**src/rtl/vd_pkg.sv**
```systemverilog
package vd_pkg;
  typedef enum logic [1:0] {
    REG_POS   = 2'b00,
    REG_START = 2'b01,
    REG_END   = 2'b10,
    REG_STAT  = 2'b11
  } reg_sel_e;

  localparam int STAT_BITS = 4;

  function automatic logic [15:0] upper_axis(input logic [31:0] word);
    return word[31:16];
  endfunction

  function automatic logic [15:0] lower_axis(input logic [31:0] word);
    return word[15:0];
  endfunction

  function automatic logic [STAT_BITS-1:0] pack_status(
    input logic busy, input logic st_act, input logic en_act, input logic ovr);
    return {ovr, en_act, st_act, busy};
  endfunction
endpackage

```
**src/rtl/vd_strobe_sync.sv**
```systemverilog
module vd_strobe_sync #(
  parameter int STAGES = 2
) (
  input  logic clk,
  input  logic rst_n,
  input  logic strobe_async,
  output logic strobe_rise
);
  logic [STAGES-1:0] chain_q;
  logic              last_q;

  generate
    for (genvar i = 0; i < STAGES; i++) begin : g_stage
      always_ff @(posedge clk or negedge rst_n) begin
        if (!rst_n) chain_q[i] <= 1'b0;
        else if (i == 0) chain_q[i] <= strobe_async;
        else chain_q[i] <= chain_q[(i == 0) ? 0 : i-1];
      end
    end
  endgenerate

  always_ff @(posedge clk or negedge rst_n) begin
    if (!rst_n) last_q <= 1'b0;
    else last_q <= chain_q[STAGES-1];
  end

  assign strobe_rise = chain_q[STAGES-1] & ~last_q;
endmodule

```
**src/rtl/vd_addr_decode.sv**
```systemverilog
module vd_addr_decode
  import vd_pkg::*;
#(
  parameter int         ADDR_W   = 16,
  parameter logic [1:0] BOARD_ID = 2'b00
) (
  input  logic [ADDR_W-1:0] addr,
  output logic              board_hit,
  output reg_sel_e          reg_sel
);
  logic unused_mid_bits;
  assign unused_mid_bits = ^addr[ADDR_W-3:2];
  assign board_hit = (addr[ADDR_W-1:ADDR_W-2] == BOARD_ID);
  assign reg_sel   = reg_sel_e'(addr[1:0]);
endmodule

```
**src/rtl/vd_reg_bank.sv**
```systemverilog
module vd_reg_bank
  import vd_pkg::*;
#(
  parameter int DATA_W  = 32,
  parameter int START_W = 4,
  parameter int END_W   = 8,
  localparam int AXIS_W = DATA_W / 2
) (
  input  logic              clk,
  input  logic              rst_n,
  input  logic              pos_we,
  input  logic              start_we,
  input  logic              end_we,
  input  logic [DATA_W-1:0] wdata,
  output logic [AXIS_W-1:0] x_q,
  output logic [AXIS_W-1:0] y_q,
  output logic [START_W-1:0] start_q,
  output logic [END_W-1:0]  end_q
);
  always_ff @(posedge clk or negedge rst_n) begin
    if (!rst_n) begin
      x_q     <= '0;
      y_q     <= '0;
      start_q <= '0;
      end_q   <= '0;
    end else begin
      if (pos_we) begin
        x_q <= upper_axis(wdata);
        y_q <= lower_axis(wdata);
      end
      if (start_we) start_q <= wdata[START_W-1:0];
      if (end_we)   end_q   <= wdata[END_W-1:0];
    end
  end
endmodule

```
**src/rtl/vd_bus_slave.sv**
```systemverilog
module vd_bus_slave
  import vd_pkg::*;
#(
  parameter int         ADDR_W      = 16,
  parameter int         DATA_W      = 32,
  parameter int         START_W     = 4,
  parameter int         END_W       = 8,
  parameter int         SYNC_STAGES = 2,
  parameter logic [1:0] BOARD_ID    = 2'b00,
  localparam int        AXIS_W      = DATA_W / 2
) (
  input  logic               clk,
  input  logic               bus_rst_n,
  input  logic [ADDR_W-1:0]  bus_addr,
  input  logic [DATA_W-1:0]  bus_wdata,
  input  logic               bus_strobe,
  input  logic               bus_rnw,
  output logic [DATA_W-1:0]  bus_rdata,
  input  logic               draw_done,
  input  logic               start_active,
  input  logic               end_active,
  output logic               pix_start,
  output logic [AXIS_W-1:0]  dac_x,
  output logic [AXIS_W-1:0]  dac_y,
  output logic [START_W-1:0] start_time,
  output logic [END_W-1:0]   end_time
);
  logic     wr_event;
  logic     board_hit;
  reg_sel_e reg_sel;
  logic     wr_hit;
  logic     pos_req, pos_we, start_we, end_we;
  logic     busy_q, overrun_q, pix_q;
  logic [STAT_BITS-1:0] status;

  vd_strobe_sync #(.STAGES(SYNC_STAGES)) u_sync (
    .clk(clk), .rst_n(bus_rst_n), .strobe_async(bus_strobe), .strobe_rise(wr_event)
  );

  vd_addr_decode #(.ADDR_W(ADDR_W), .BOARD_ID(BOARD_ID)) u_dec (
    .addr(bus_addr), .board_hit(board_hit), .reg_sel(reg_sel)
  );

  assign wr_hit   = wr_event & board_hit & ~bus_rnw;
  assign pos_req  = wr_hit & (reg_sel == REG_POS);
  assign pos_we   = pos_req & ~busy_q;
  assign start_we = wr_hit & (reg_sel == REG_START);
  assign end_we   = wr_hit & (reg_sel == REG_END);

  vd_reg_bank #(.DATA_W(DATA_W), .START_W(START_W), .END_W(END_W)) u_regs (
    .clk(clk), .rst_n(bus_rst_n), .pos_we(pos_we), .start_we(start_we),
    .end_we(end_we), .wdata(bus_wdata), .x_q(dac_x), .y_q(dac_y),
    .start_q(start_time), .end_q(end_time)
  );

  always_ff @(posedge clk or negedge bus_rst_n) begin
    if (!bus_rst_n) begin
      busy_q    <= 1'b0;
      overrun_q <= 1'b0;
      pix_q     <= 1'b0;
    end else begin
      pix_q <= pos_we;
      if (pos_we) busy_q <= 1'b1;
      else if (draw_done) busy_q <= 1'b0;
      if (pos_req && busy_q) overrun_q <= 1'b1;
    end
  end

  assign pix_start = pix_q;
  assign status    = pack_status(busy_q, start_active, end_active, overrun_q);

  always_comb begin
    bus_rdata = '0;
    if (bus_strobe && bus_rnw && board_hit) begin
      unique case (reg_sel)
        REG_POS:   bus_rdata = {dac_x, dac_y};
        REG_START: bus_rdata[START_W-1:0] = start_time;
        REG_END:   bus_rdata[END_W-1:0] = end_time;
        REG_STAT:  bus_rdata[STAT_BITS-1:0] = status;
      endcase
    end
  end
endmodule

```
**config.mk**
```make
export PLATFORM = sky130hd
export DESIGN_NAME = vd_bus_slave
export DESIGN_NICKNAME = d
export VERILOG_FILES = /design/src/rtl/vd_pkg.sv /design/src/rtl/vd_strobe_sync.sv /design/src/rtl/vd_addr_decode.sv /design/src/rtl/vd_reg_bank.sv /design/src/rtl/vd_bus_slave.sv
export SDC_FILE = /design/constraint.sdc
export NUM_CORES = 1
export LEC_CHECK = 0
export ABC_AREA = 0
export BUFFER_PORTS_ARGS = -buffer_cell sky130_fd_sc_hd__buf_4
export CORE_AREA = 2 2 77 79
export DETAILED_ROUTE_END_ITERATION = 12
export DIE_AREA = 0 0 79 81
export HOLD_SLACK_MARGIN = 0.05
export MAX_ROUTING_LAYER = met4
export PLACE_DENSITY = 0.85
export SLEW_MARGIN = 20
export SYNTH_ARGS = -nofsm -noshare
export SYNTH_HDL_FRONTEND = slang
export SYNTH_SLANG_ARGS = --single-unit
```
**constraint.sdc**
```tcl
create_clock -name clk -period 2.1 [get_ports clk]
set_clock_uncertainty 0.2 [all_clocks]
set_input_delay 0.105 -clock clk [delete_from_list [all_inputs] [get_ports clk]]
set_output_delay 0.105 -clock clk [all_outputs]
set_load 0.01 [all_outputs]
```
[Yosys cells after proc, flatten, opt, wreduce, memory -nomap -nowiden]
Index checks and enable logic that the tools add are counted.
Storage, ports and cells
  output and inout port bits: 77
  input bits: 55
  register bits after elaboration: 50
Operators by class
  multiplexer cells: 6
  reduce and logical (&&, ||, !) cells: 6
  bitwise gates (word level): 10
  eq/ne operators: 3
Operator list (count)
  2-to-1 mux 32 bit: 1
  2-to-1 mux 24 bit: 1
  one-hot mux 4 bit (4 select lines): 1
  one-hot mux 4 bit (2 select lines): 1
  AND 1 bit: 7
  equality test 2 bit (second input constant): 2
  logical NOT 2 bit: 2
  logical AND 1 bit: 3
  NOT 1 bit: 3
  equality test 2 x 1 -> 1 bit (second input constant): 1
  2-to-1 mux 1 bit: 2
  nonzero test 2 bit: 1

[Longest topological paths before layout]
Gate-level depths: netlist (run 1).
  depth after elaboration: 7
  mapped depth: 5

[By module]
Synthesis (run 1) repeated with hierarchy kept, for this count alone.
Unflattened totals
  cell total of the unflattened synthesis: 186
  area total of the unflattened synthesis: 2488.6 um^2
By module, submodules not included
  vd_reg_bank: times used 1, area each 1785.5 um^2, seq. area each 1101.1 um^2, cells each 93
  vd_bus_slave: times used 1, area each 595.6 um^2, seq. area each 75.1 um^2, cells each 86
  vd_strobe_sync: times used 1, area each 88.8 um^2, seq. area each 75.1 um^2, cells each 4
  vd_addr_decode: times used 1, area each 18.8 um^2, seq. area each 0.0 um^2, cells each 3

[Worst setup path after synthesis (run 1)]
OpenSTA, ideal clock, no wires.
  path type: register to register
  start: reg u_sync.last_q
  end: reg u_regs.x_q[0]
  setup time: 0.125 ns
  stages on the path, launching flop included: 5
  path buffers: 1
  arrival: 1.356 ns
  slack: 0.418 ns
  cell sequence: dfrtp_1 -> nor4b_1 -> nand2_2 -> buf_6 -> mux2_4
Between the ends
  word-level cells in the longest chain between the ends: 6
Ends and longest elaborated chain
  start, declared: line vd_strobe_sync.sv:10  | logic last_q;
  start signal, assigned: line vd_strobe_sync.sv:24  | else last_q <= chain_q[STAGES-1];
  NOT 1 bit: line vd_strobe_sync.sv:27  | assign strobe_rise = chain_q[STAGES-1] & ~last_q;
  AND 1 bit: line vd_strobe_sync.sv:27
  AND 1 bit (2 in series): line vd_bus_slave.sv:44  | assign wr_hit = wr_event & board_hit & ~bus_rnw;
  AND 1 bit: line vd_bus_slave.sv:45  | assign pos_req = wr_hit & (reg_sel == REG_POS);
  AND 1 bit: line vd_bus_slave.sv:46  | assign pos_we = pos_req & ~busy_q;
  end signal, assigned: line vd_reg_bank.sv:28  | x_q <= upper_axis(wdata);
  end, declared: line vd_reg_bank.sv:15  | output logic [AXIS_W-1:0] x_q,
Every way passes these cells.
A chain may end at the register's enable or synchronous reset.

[Worst setup path in the final report (run 1)]
  start: in bus_addr[14]
  end: out bus_rdata[18]
Between the ends
  word-level cells in the longest chain between the ends: 3
Ends and longest elaborated chain
  start, declared: line vd_bus_slave.sv:14  | input logic [ADDR_W-1:0] bus_addr,
  logical NOT 2 bit: line vd_addr_decode.sv:13  | assign board_hit = (addr[ADDR_W-1:ADDR_W-2] == BOARD_ID);
  logical AND 1 bit: line vd_bus_slave.sv:74  | if (bus_strobe && bus_rnw && board_hit) begin
  2-to-1 mux 32 bit: line vd_bus_slave.sv:74
  end, declared: line vd_bus_slave.sv:18  | output logic [DATA_W-1:0] bus_rdata,
Every way passes these cells.

==> run summary, run 1 <==
1st-pass router iterations = 4
FF+latch area = 1250 sq um
Fillers = 419
GR Overflow Total = 0
Hold Vio Cnt, Final = 0
core area = 5680 sq um
Power Dens Cells = 607 nW/um^2
clk_lat worst skew = 0.29 ns
final setup fails = 0
Synth area leaders = dfrtp_1, mux2_4, mux2_2
Worst setup SP type = primary input
Least-Margin Pin Slew = 0.640 ns
Antenna diodes = 0
status = finished, final reports clean
CP required = 1.79 ns
clock root cell = clkbuf_8
leak pwr = 2.08 nW
Slew HR = 0.573
Seq/Total Area, Yosys = 0.527
Hold Path Class = primary input to asynchronous set/reset pin
PortBufs = 119
number of global-route vias before repair = 1,950
Yosys warning count = 0
VDD IR max = 0.327 mV
TritonCTS Buffers = 5
Mapped Nets = 212
area delta synth->final = 64.3%
Synth top area share = 0.527
synthesized flop and latch total = 50
syn avg cell area = 15.1 sq um
per-cell routed wire length = 16.5 um
CP endpoint kind = output pin
Arr. time, crit path = 1.73 ns
initial antenna violation count = 0
WS Path Type = primary input to output pin
RSZ-0062 raised after global routing = false
Initial Utilization = 0.418
Antenna Nets Post-Route = 0
Final Cell Area = 3900 sq um
CTS tree = yes
Post-Syn Instances = 157
area occupied by multi-input gates = 1080 sq um
level count of the clock H-tree = 2
DP HPWL = 4090 um
number of clock sinks = 50
Max Cap Viol = 0
Setup TNS Final = 0 ns
Cell variety after synth = 25
Syn Std Cell Area = 2370 sq um
FMAX = 491 MHz
GPL Wtd Cong = 0.763
final cycle utilization of the critical path = 0.969
largest net degree at the start of global routing = 51
Bufs on Longest Clock Path = 2
dpl cell area = 3330 sq um
I/O pin count = 132
GRT Resource Usage Total = 0.195
minimum clock period = 2.04 ns
die width = 79 um
CTS clock-pin slew for the worst setup and hold paths = 0.09 ns
DR vias = 1,900
Chip Height = 81 um
Yosys top cell by area = dfrtp_1
Overall Power = 2.37 mW
final net count = 377
max-slew violations = 0
die area = 6400 sq um
DRC = 0
cell count of the worst reg-to-reg path = 4
first-pass GRT wire length = 9370 um
row cnt = 28
DR iter-0 viols = 106
final wirelength = 6570 um
DR vias/cell = 4.77
layout cell share with drive strength beyond 1 = 0.604
Max FO, Critical Path = 6
==> path summary, 6_finish.rpt <==
check	end	startpoint	slack, ns
worst max-delay path	bus_rdata[18]	bus_addr[14]	0.06
worst min-delay path	u_regs.y_q[1]	bus_rst_n	0.17
worst max register to register	u_regs.y_q[9]	u_sync.last_q	0.27
worst min register to register	u_sync.chain_q[1]	u_sync.chain_q[0]	0.17
max in group asynchronous	u_regs.y_q[14]	bus_rst_n	1.09
min in group clk	u_sync.chain_q[1]	u_sync.chain_q[0]	0.17
==> power by group <==
part,switching (mW),internal [mW],total (mW),leakage [nW]
clock,0.313,0.302,0.615,0.0544
sequential,0.0934,1.08,1.17,0.663
combinational,0.204,0.382,0.586,1.37
total,0.610,1.76,2.37,2.08
==> per-layer routing <==
metal | vias up | share of wire | track usage
li1 | 882 | - | -
met1 | 932 | 0.39 | 0.219
met2 | 76 | 0.54 | 0.353
met3 | 10 | 0.051 | 0.0389
met4 | 0 | 0.018 | 0.0569
met5 | - | 0 | -
==> cell usage in the layout (no fill, tap or decap) <==
cell and count:
dlymetal6s4s_1 1, or2_2 1, inv_1 2, buf_4 120, nand2_2 1, nor3b_1 1
a21o_1 1, nor4_4 1, clkbuf_8 7, mux4_2 4, mux2i_1 4, dfrtp_1 50
mux2_2 16, nand2_1 1, mux2_4 28, buf_6 6, and2_4 6, clkinv_4 1
nor4b_1 2, nand3_2 1, and2_1 18, dlygate4sd3_1 38, nand4bb_4 1, nor4b_2 1
nor3_4 1, o21ai_0 1, nor2_1 5, nor2b_1 4
==> flip-flops by register name, summed over array words and instances, names as in the netlist <==
name            flops
u_regs.end_q        8
u_regs.x_q         16
pix_start           1
u_sync.last_q       1
u_regs.y_q         16
busy_q              1
u_sync.chain_q      2
u_regs.start_q      4
overrun_q           1
==> critical path, cell delays in order <==
cell and delay [ns]:
dlygate4sd3_1 0.61, nand4bb_4 0.27, nor3_4 0.21, buf_6 0.14, buf_6 0.12, and2_1 0.14, buf_4 0.13
==> repair_timing <==
item,4_1_cts,5_1_grt
gates resized for setup,0,19
setup buffers,0,3
setup endpoints to repair,0,24
endpoints found under the hold margin,97,0
hold buffers,39,0
==> stage by stage <==
step                hold slack, ns  utilization  setup slack (ns)  std cells
global placement           -0.0362        0.587             0.323        347
CTS                          0.184        0.674            0.0473        394
finish                       0.166        0.688            0.0646        398
detailed placement         -0.0361        0.587             0.319        347
floorplan                   -0.391            -             0.418        157
global route                 0.195        0.688          0.000676        398
==> logic make-up (layout without fill, tap and decap cells) <==
| family | count (synthesis) | count (layout) | synth area share |
|---|---|---|---|
| buffers and inverters | 9 | 175 | 0.0279 |
| muxes | 52 | 52 | 0.308 |
| and+or+nand+nor | 44 | 44 | 0.132 |
| DFF | 50 | 50 | 0.527 |
| AOI/OAI and AO/OA | 2 | 2 | 0.00527 |
==> cell type report <==
cell class | count | share of cell area
timing repair buffer | 165 | 0.349
sequential | 50 | 0.321
multi-input combinational | 98 | 0.278
clock buffer | 7 | 0.0247
tap | 75 | 0.0240
clock inverter | 1 | 0.00224
inverter | 2 | 0.00192
==> cell usage after synthesis <==
library cell / instances
a21o_1: 1
and2_1: 24
buf_2: 1
buf_6: 4
clkbuf_1: 1
clkbuf_2: 1
dfrtp_1: 50
inv_1: 2
mux2_2: 16
mux2_4: 28
mux2i_1: 4
mux4_2: 4
nand2_1: 1
nand2_2: 1
nand3_2: 1
nand4bb_4: 1
nor2_1: 5
nor2b_1: 4
nor3_1: 1
nor3b_1: 1
nor4_4: 1
nor4b_1: 2
nor4b_2: 1
o21ai_0: 1
or2_2: 1
Note: power is estimated with default switching activity, not from simulation.
==> run 2: changes to the inputs <==
- CORE_AREA: 2 2 77 79 -> 2 2 82 84
- DIE_AREA: 0 0 79 81 -> 0 0 84 86
- PLACE_DENSITY: 0.85 -> 0.79
- SYNTH_HIERARCHICAL: default -> 1
==> run 2 against run 1 <==
  * Global-route usage is 1.2 points lower
  * Flip-flop and latch count stayed put
  * Sequential power barely moved
  * Cell count grew 5.3%
  * Maximum frequency is 4.9% higher
  * Critical path depth decreased by 2
  * Critical endpoint is now u_regs/end_q[4]
  * Largest cell class unchanged
==> run summary, run 2 <==
count leader, synth = dfrtp_1 (unchanged)
top flop regs = u_regs/x_q: 16 flops, u_regs/y_q: 16 flops, u_regs/end_q: 8 flops (was u_regs.x_q: 16 flops, u_regs.y_q: 16 flops, u_regs.end_q: 8 flops)
Cell variety after synth = 23 (was 25)
Antenna Nets Post-Route = 0 (unchanged)
GR Overflow Total = 0 (unchanged)
clock root cell = clkbuf_8 (unchanged)
Overall Power = 2.48 mW (was 2.37 mW)
per-cell routed wire length = 15.4 um (was 16.5 um)
final setup fails = 0 (unchanged)
area delta synth->final = 56.9% (was 64.3%)
GPL Wtd Cong = 0.768 (was 0.763)
final net count = 397 (was 377)
number of global-route vias before repair = 2,018 (was 1,950)
sequential share of power = 0.473 (was 0.493)
VDD IR max = 0.369 mV (was 0.327 mV)
Post-Syn Instances = 186 (was 157)
CP required = 2.08 ns (was 1.79 ns)
die area = 7220 sq um (was 6400 sq um)
layout cell share with drive strength beyond 1 = 0.550 (was 0.604)
Yosys warning count = 6 (was 0)
Max FO, Critical Path = 5 (was 6)
RSZ-0062 raised after global routing = false (unchanged)
Psw = 0.624 mW (was 0.610 mW)
Net Sw Frac = 0.252 (was 0.258)
largest net degree at the start of global routing = 51 (unchanged)
most common cell after layout, fill and taps aside = buf_4 (unchanged)
final wirelength = 6440 um (was 6570 um)
TritonCTS Buffers = 5 (unchanged)
synthesized flop and latch total = 50 (unchanged)
final cycle utilization of the critical path = 0.924 (was 0.969)
Syn Std Cell Area = 2490 sq um (was 2370 sq um)
Least-Margin Pin Slew = 0.956 ns (was 0.640 ns)
DR vias/cell = 4.68 (was 4.77)
Gate power share = 0.251 (was 0.247)
Mapped Nets = 241 (was 212)
post-layout util = 0.622 (was 0.688)
commonest non-fill, non-tap cells in the layout = buf_4, dfrtp_1, dlygate4sd3_1, mux2_4, nor3_1 (was buf_4, dfrtp_1, dlygate4sd3_1, mux2_4, and2_1)
GRT Resource Usage Total = 0.183 (was 0.195)
CTS clock-pin slew for the worst setup and hold paths = 0.09 ns (about the same)
row cnt = 29 (was 28)
Bufs on Longest Clock Path = 2 (unchanged)
Antenna diodes = 0 (unchanged)
initial antenna violation count = 0 (unchanged)
clk_lat worst skew = 0.29 ns (about the same)
leak pwr = 1.94 nW (was 2.08 nW)
number of clock sinks = 50 (unchanged)
I/O pin count = 132 (unchanged)
DR iter-0 viols = 29 (was 106)
critical path cell sequence = nor2b_4, nand3b_1, nor3b_1, buf_4, mux2_2 (was dlygate4sd3_1, nand4bb_4, nor3_4, buf_6, buf_6, and2_1, buf_4)
Initial Utilization = 0.396 (was 0.418)
level count of the clock H-tree = 2 (unchanged)
Setup WS post-layout = 0.160 ns (was 0.0646 ns)
post-CTS resize count = 0 (unchanged)
DRC = 0 (unchanged)
ys async rst share = 1.00 (unchanged)
Synth area leaders = dfrtp_1, mux2_4, mux2_2 (unchanged)
Int Pwr = 1.85 mW (was 1.76 mW)
Worst setup SP type = flop (was primary input)
Yosys top cell by area = dfrtp_1 (unchanged)
Slew HR = 0.363 (was 0.573)
die width = 84 um (was 79 um)
max-slew violations = 0 (unchanged)
CP endpoint kind = flop (was output pin)
Clock power frac = 0.277 (was 0.260)
largest stage delay on the critical path = 0.41 ns (was 0.61 ns)
Setup TNS Final = 0 ns (unchanged)
status = finished, final reports clean (unchanged)
FMAX = 515 MHz (was 491 MHz)
1st-pass router iterations = 4 (unchanged)
reg2reg setup slack = 0.16 ns (was 0.27 ns)
core area = 6280 sq um (was 5680 sq um)
CTS tree = yes (unchanged)
Hold Vio Cnt, Final = 0 (unchanged)
Synth top area share = 0.503 (was 0.527)
DP HPWL = 4280 um (was 4090 um)
slowest stage cell, crit path = dfrtp_1 (was dlygate4sd3_1)
WS Path Type = flop to flop (was primary input to output pin)
first-pass GRT wire length = 10,100 um (was 9370 um)
Hold Path Class = primary input to flop (was primary input to asynchronous set/reset pin)
minimum clock period = 1.94 ns (was 2.04 ns)
PortBufs = 119 (unchanged)
Chip Height = 86 um (was 81 um)
Commonest cells post-synth = dfrtp_1, mux2_4, nor3_1 (was dfrtp_1, mux2_4, and2_1)
syn avg cell area = 13.4 sq um (was 15.1 sq um)
Post-synth EDFFs = 0 (unchanged)
Max Cap Viol = 0 (unchanged)
dominant synthesized flop cell = dfrtp_1 (unchanged)
Arr. time, crit path = 1.92 ns (was 1.73 ns)
DR vias = 1,960 (was 1,900)
Place WS = 0.183 ns (was 0.319 ns)
Seq/Total Area, Yosys = 0.503 (was 0.527)
Power Dens Cells = 634 nW/um^2 (was 607 nW/um^2)
final hold slack = 0.111 ns (was 0.166 ns)
run 2: cell types whose count changed after synthesis, moves of 3 or more:
cell / change
buf_2: +4
nor2b_4: +4
inv_1: +24
nor3_1: +27
buf_12: +3
nor2_1: -3
and2_1: -24
nor2b_1: -3
run 2: per-layer routing:
metal	vias to the layer above	global-route usage	routed length (um)
li1	933	-	-
met1	958	0.222	2710
met2	67	0.319	3400
met3	2	0.0375	308
met4	0	0.0352	15
met5	-	-	0
run 2: path summary, 6_finish.rpt:
kind / depth (start not counted) / end / from
worst max-delay path: 5 / u_regs/end_q[4] / u_sync/last_q
worst min-delay path: 3 / overrun_q / bus_rnw
worst max register to register: 5 / u_regs/end_q[4] / u_sync/last_q
worst min register to register: 0 / u_sync/chain_q[1] / u_sync/chain_q[0]
max in group asynchronous: 2 / u_regs/y_q[15] / bus_rst_n
min in group asynchronous: 2 / u_regs/y_q[1] / bus_rst_n
run 2: cells by family (layout without fill, tap and decap cells):
family / Yosys count / in the layout / share of synthesized area
multiplexers: 52 / 52 / 0.298
flip-flops: 50 / 50 / 0.503
AND/OR/NAND/NOR: 41 / 41 / 0.101
AO/OA/AOI/OAI: 2 / 2 / 0.00553
buffers and inverters: 41 / 197 / 0.0930
run 2: power by group through the flow:
stage	registers (mW)	logic [mW]	clock network, mW
after floorplan	1.22	0.228	0
after CTS	1.17	0.623	0.705
after detailed placement	1.19	0.568	0
after global placement	1.18	0.553	0
final	1.17	0.621	0.685
after global routing	1.18	0.666	0.747
run 2: critical path: cells and delay by family, from the launching register on:
| kind | cells | cell delay, ns |
|---|---|---|
| muxes | 1 | 0.34 |
| buffers and inverters | 1 | 0.20 |
| and+or+nand+nor | 3 | 0.68 |
| DFF | 1 | 0.41 |
run 2: what timing repair did:
action | in CTS | in global routing
buffers inserted | 0 | 0
endpoints found under the hold margin | 96 | 0
hold buffers | 36 | 0
run 2: final cells by class:
type / count / area (sq um)
clock buffer: 6 / 82.6
sequential: 50 / 1250
timing repair buffer: 164 / 1330
inverter: 26 / 97.6
tap: 77 / 96.3
clock inverter: 1 / 30.0
multi-input combinational: 95 / 1010
fill: 473 / 2370
run 2: metrics by stage:
| step | instances | cell area, sq um |
|---|---|---|
| floorplan | 186 | 2490 |
| global placement | 376 | 3430 |
| detailed placement | 376 | 3430 |
| CTS | 419 | 3910 |
| finish | 419 | 3910 |
| global route | 419 | 3910 |
==> run 3: changes to the inputs <==
- PLACE_DENSITY: 0.79 -> 0.72
- clock period: 2.1 -> 2.4 ns (I/O delays scaled with it)
==> run 3 against run 2 <==
  * Register-to-register slack better by 0.20 ns
  * Sequential share of layout area is 0.22 points higher
  * Worst hold slack worse by 0.013 ns
  * Core utilization down 0.42 points
  * Power is 14% lower
  * Critical path depth is the same
  * Maximum frequency decreased by 5.1%
  * Clock power is 17% lower
  * Routed wire length fell by 1.4%
  * Clock-buffer cell count is 1 higher
  * Critical path type unchanged
  * Largest cell class unchanged
==> run summary, run 3 (synthesized netlist as in run 2, its figures left out) <==
CTS tree = yes (unchanged)
WS Path Type = flop to flop (unchanged)
die area = 7220 sq um (unchanged)
level count of the clock H-tree = 2 (unchanged)
number of global-route vias before repair = 2,100 (was 2,018)
Hold Path Class = primary input to flop (unchanged)
PortBufs = 119 (unchanged)
leak pwr = 1.91 nW (was 1.94 nW)
CP endpoint kind = flop (unchanged)
Antenna diodes = 0 (unchanged)
per-cell routed wire length = 15.2 um (was 15.4 um)
Power Dens Cells = 550 nW/um^2 (was 634 nW/um^2)
RSZ-0062 raised after global routing = false (unchanged)
Overall Power = 2.13 mW (was 2.48 mW)
die width = 84 um (unchanged)
most common cell after layout, fill and taps aside = buf_4 (unchanged)
crit path launch = u_sync/last_q (unchanged)
CP required = 2.39 ns (was 2.08 ns)
area occupied by multi-input gates = 1020 sq um (was 1010 sq um)
status = finished, final reports clean (unchanged)
area delta synth->final = 55.9% (was 56.9%)
layout cell share with drive strength beyond 1 = 0.547 (was 0.550)
Bufs on Longest Clock Path = 2 (unchanged)
first-pass GRT wire length = 10,400 um (was 10,100 um)
Max Cap Viol = 0 (unchanged)
Chip Height = 86 um (unchanged)
largest net degree at the start of global routing = 51 (unchanged)
Slew HR = 0.367 (was 0.363)
GR Overflow Total = 0 (unchanged)
final cycle utilization of the critical path = 0.852 (was 0.924)
Setup WS post-layout = 0.356 ns (was 0.160 ns)
Hold Vio Cnt, Final = 0 (unchanged)
GRT Resource Usage Total = 0.190 (was 0.183)
Place WS = 0.359 ns (was 0.183 ns)
post-layout util = 0.618 (was 0.622)
Arr. time, crit path = 2.03 ns (was 1.92 ns)
reg2reg start = u_sync/last_q (unchanged)
DR vias/cell = 4.70 (was 4.68)
final setup fails = 0 (unchanged)
Antenna Nets Post-Route = 0 (unchanged)
Initial Utilization = 0.396 (unchanged)
Setup TNS Final = 0 ns (unchanged)
TritonCTS Buffers = 5 (unchanged)
hold_sp = bus_addr[1] (was bus_rnw)
Least-Margin Pin Slew = 0.950 ns (was 0.956 ns)
Max FO, Critical Path = 8 (was 5)
1st-pass router iterations = 4 (unchanged)
GPL Wtd Cong = 0.734 (was 0.768)
CTS clock-pin slew for the worst setup and hold paths = 0.09 ns (about the same)
number of clock sinks = 50 (unchanged)
Setup Fix Bufs, Post-CTS = 0 (unchanged)
Worst setup SP type = flop (unchanged)
VDD IR max = 0.320 mV (was 0.369 mV)
DR vias = 1,958 (was 1,960)
I/O pin count = 132 (unchanged)
minimum clock period = 2.04 ns (was 1.94 ns)
commonest non-fill, non-tap cells in the layout = buf_4, dfrtp_1, dlygate4sd3_1, mux2_4, nor3_1 (unchanged)
post-CTS resize count = 0 (unchanged)
DRC = 0 (unchanged)
top flop regs = u_regs/x_q: 16 flops, u_regs/y_q: 16 flops, u_regs/end_q: 8 flops (unchanged)
FF+latch area = 1250 sq um (unchanged)
row cnt = 29 (unchanged)
clk_lat worst skew = 0.29 ns (about the same)
initial antenna violation count = 0 (unchanged)
final hold slack = 0.0979 ns (was 0.111 ns)
Fillers = 510 (was 473)
final wirelength = 6350 um (was 6440 um)
final net count = 394 (was 397)
FMAX = 489 MHz (was 515 MHz)
clock root cell = clkbuf_8 (unchanged)
max-slew violations = 0 (unchanged)
core area = 6280 sq um (unchanged)
DP HPWL = 4290 um (was 4280 um)
DR iter-0 viols = 37 (was 29)
==> run 3: metal layers <==
layer	wire length (um)	GRT usage
met1	2530	0.210
met2	3500	0.343
met3	218	0.0327
met4	102	0.0689
met5	0	-
==> run 3: power by group <==
part	internal (mW)	switching [mW]	leakage, nW	total, mW
Combinational	0.343	0.195	1.20	0.538
Sequential	0.941	0.0819	0.658	1.02
Clock	0.312	0.259	0.0524	0.571
Total	1.60	0.536	1.91	2.13
==> run 3: worst paths after layout <==
| path | cells past startpoint | endpoint | slack [ns] |
|---|---|---|---|
| min in group asynchronous | 2 | u_regs/end_q[5] | 0.17 |
| max in group asynchronous | 2 | u_regs/x_q[2] | 1.39 |
| hold reg to reg | 0 | u_sync/chain_q[1] | 0.16 |
| setup / recovery | 5 | u_regs/x_q[8] | 0.36 |
| setup reg to reg | 5 | u_regs/x_q[8] | 0.36 |
| hold / removal | 3 | busy_q | 0.1 |
==> run 3: per-stage QoR <==
stage,cells,area (sq um)
after floorplan,186,2490
after global placement,374,3420
after detailed placement,374,3420
after CTS,417,3880
after global routing,417,3880
final,417,3880
==> run 3: what timing repair did <==
action	4_1_cts	5_1_grt
hold endpoints to repair	96	0
hold buffers	35	0
setup endpoints to repair	0	0
==> run 3: cell type report <==
type,count,area share
clock buffer,7,0.0197
clock inverter,1,0.00774
inverter,26,0.0252
multi-input combinational,95,0.263
sequential,50,0.323
tap,77,0.0248
timing repair buffer,161,0.337
==> run 3: critical path: stages (launching register included) <==
cell and delay (ns):
dfrtp_1 0.41, nor2b_4 0.10, nand3b_1 0.26, nor2_4 0.38
buf_4 0.27, mux2_4 0.31
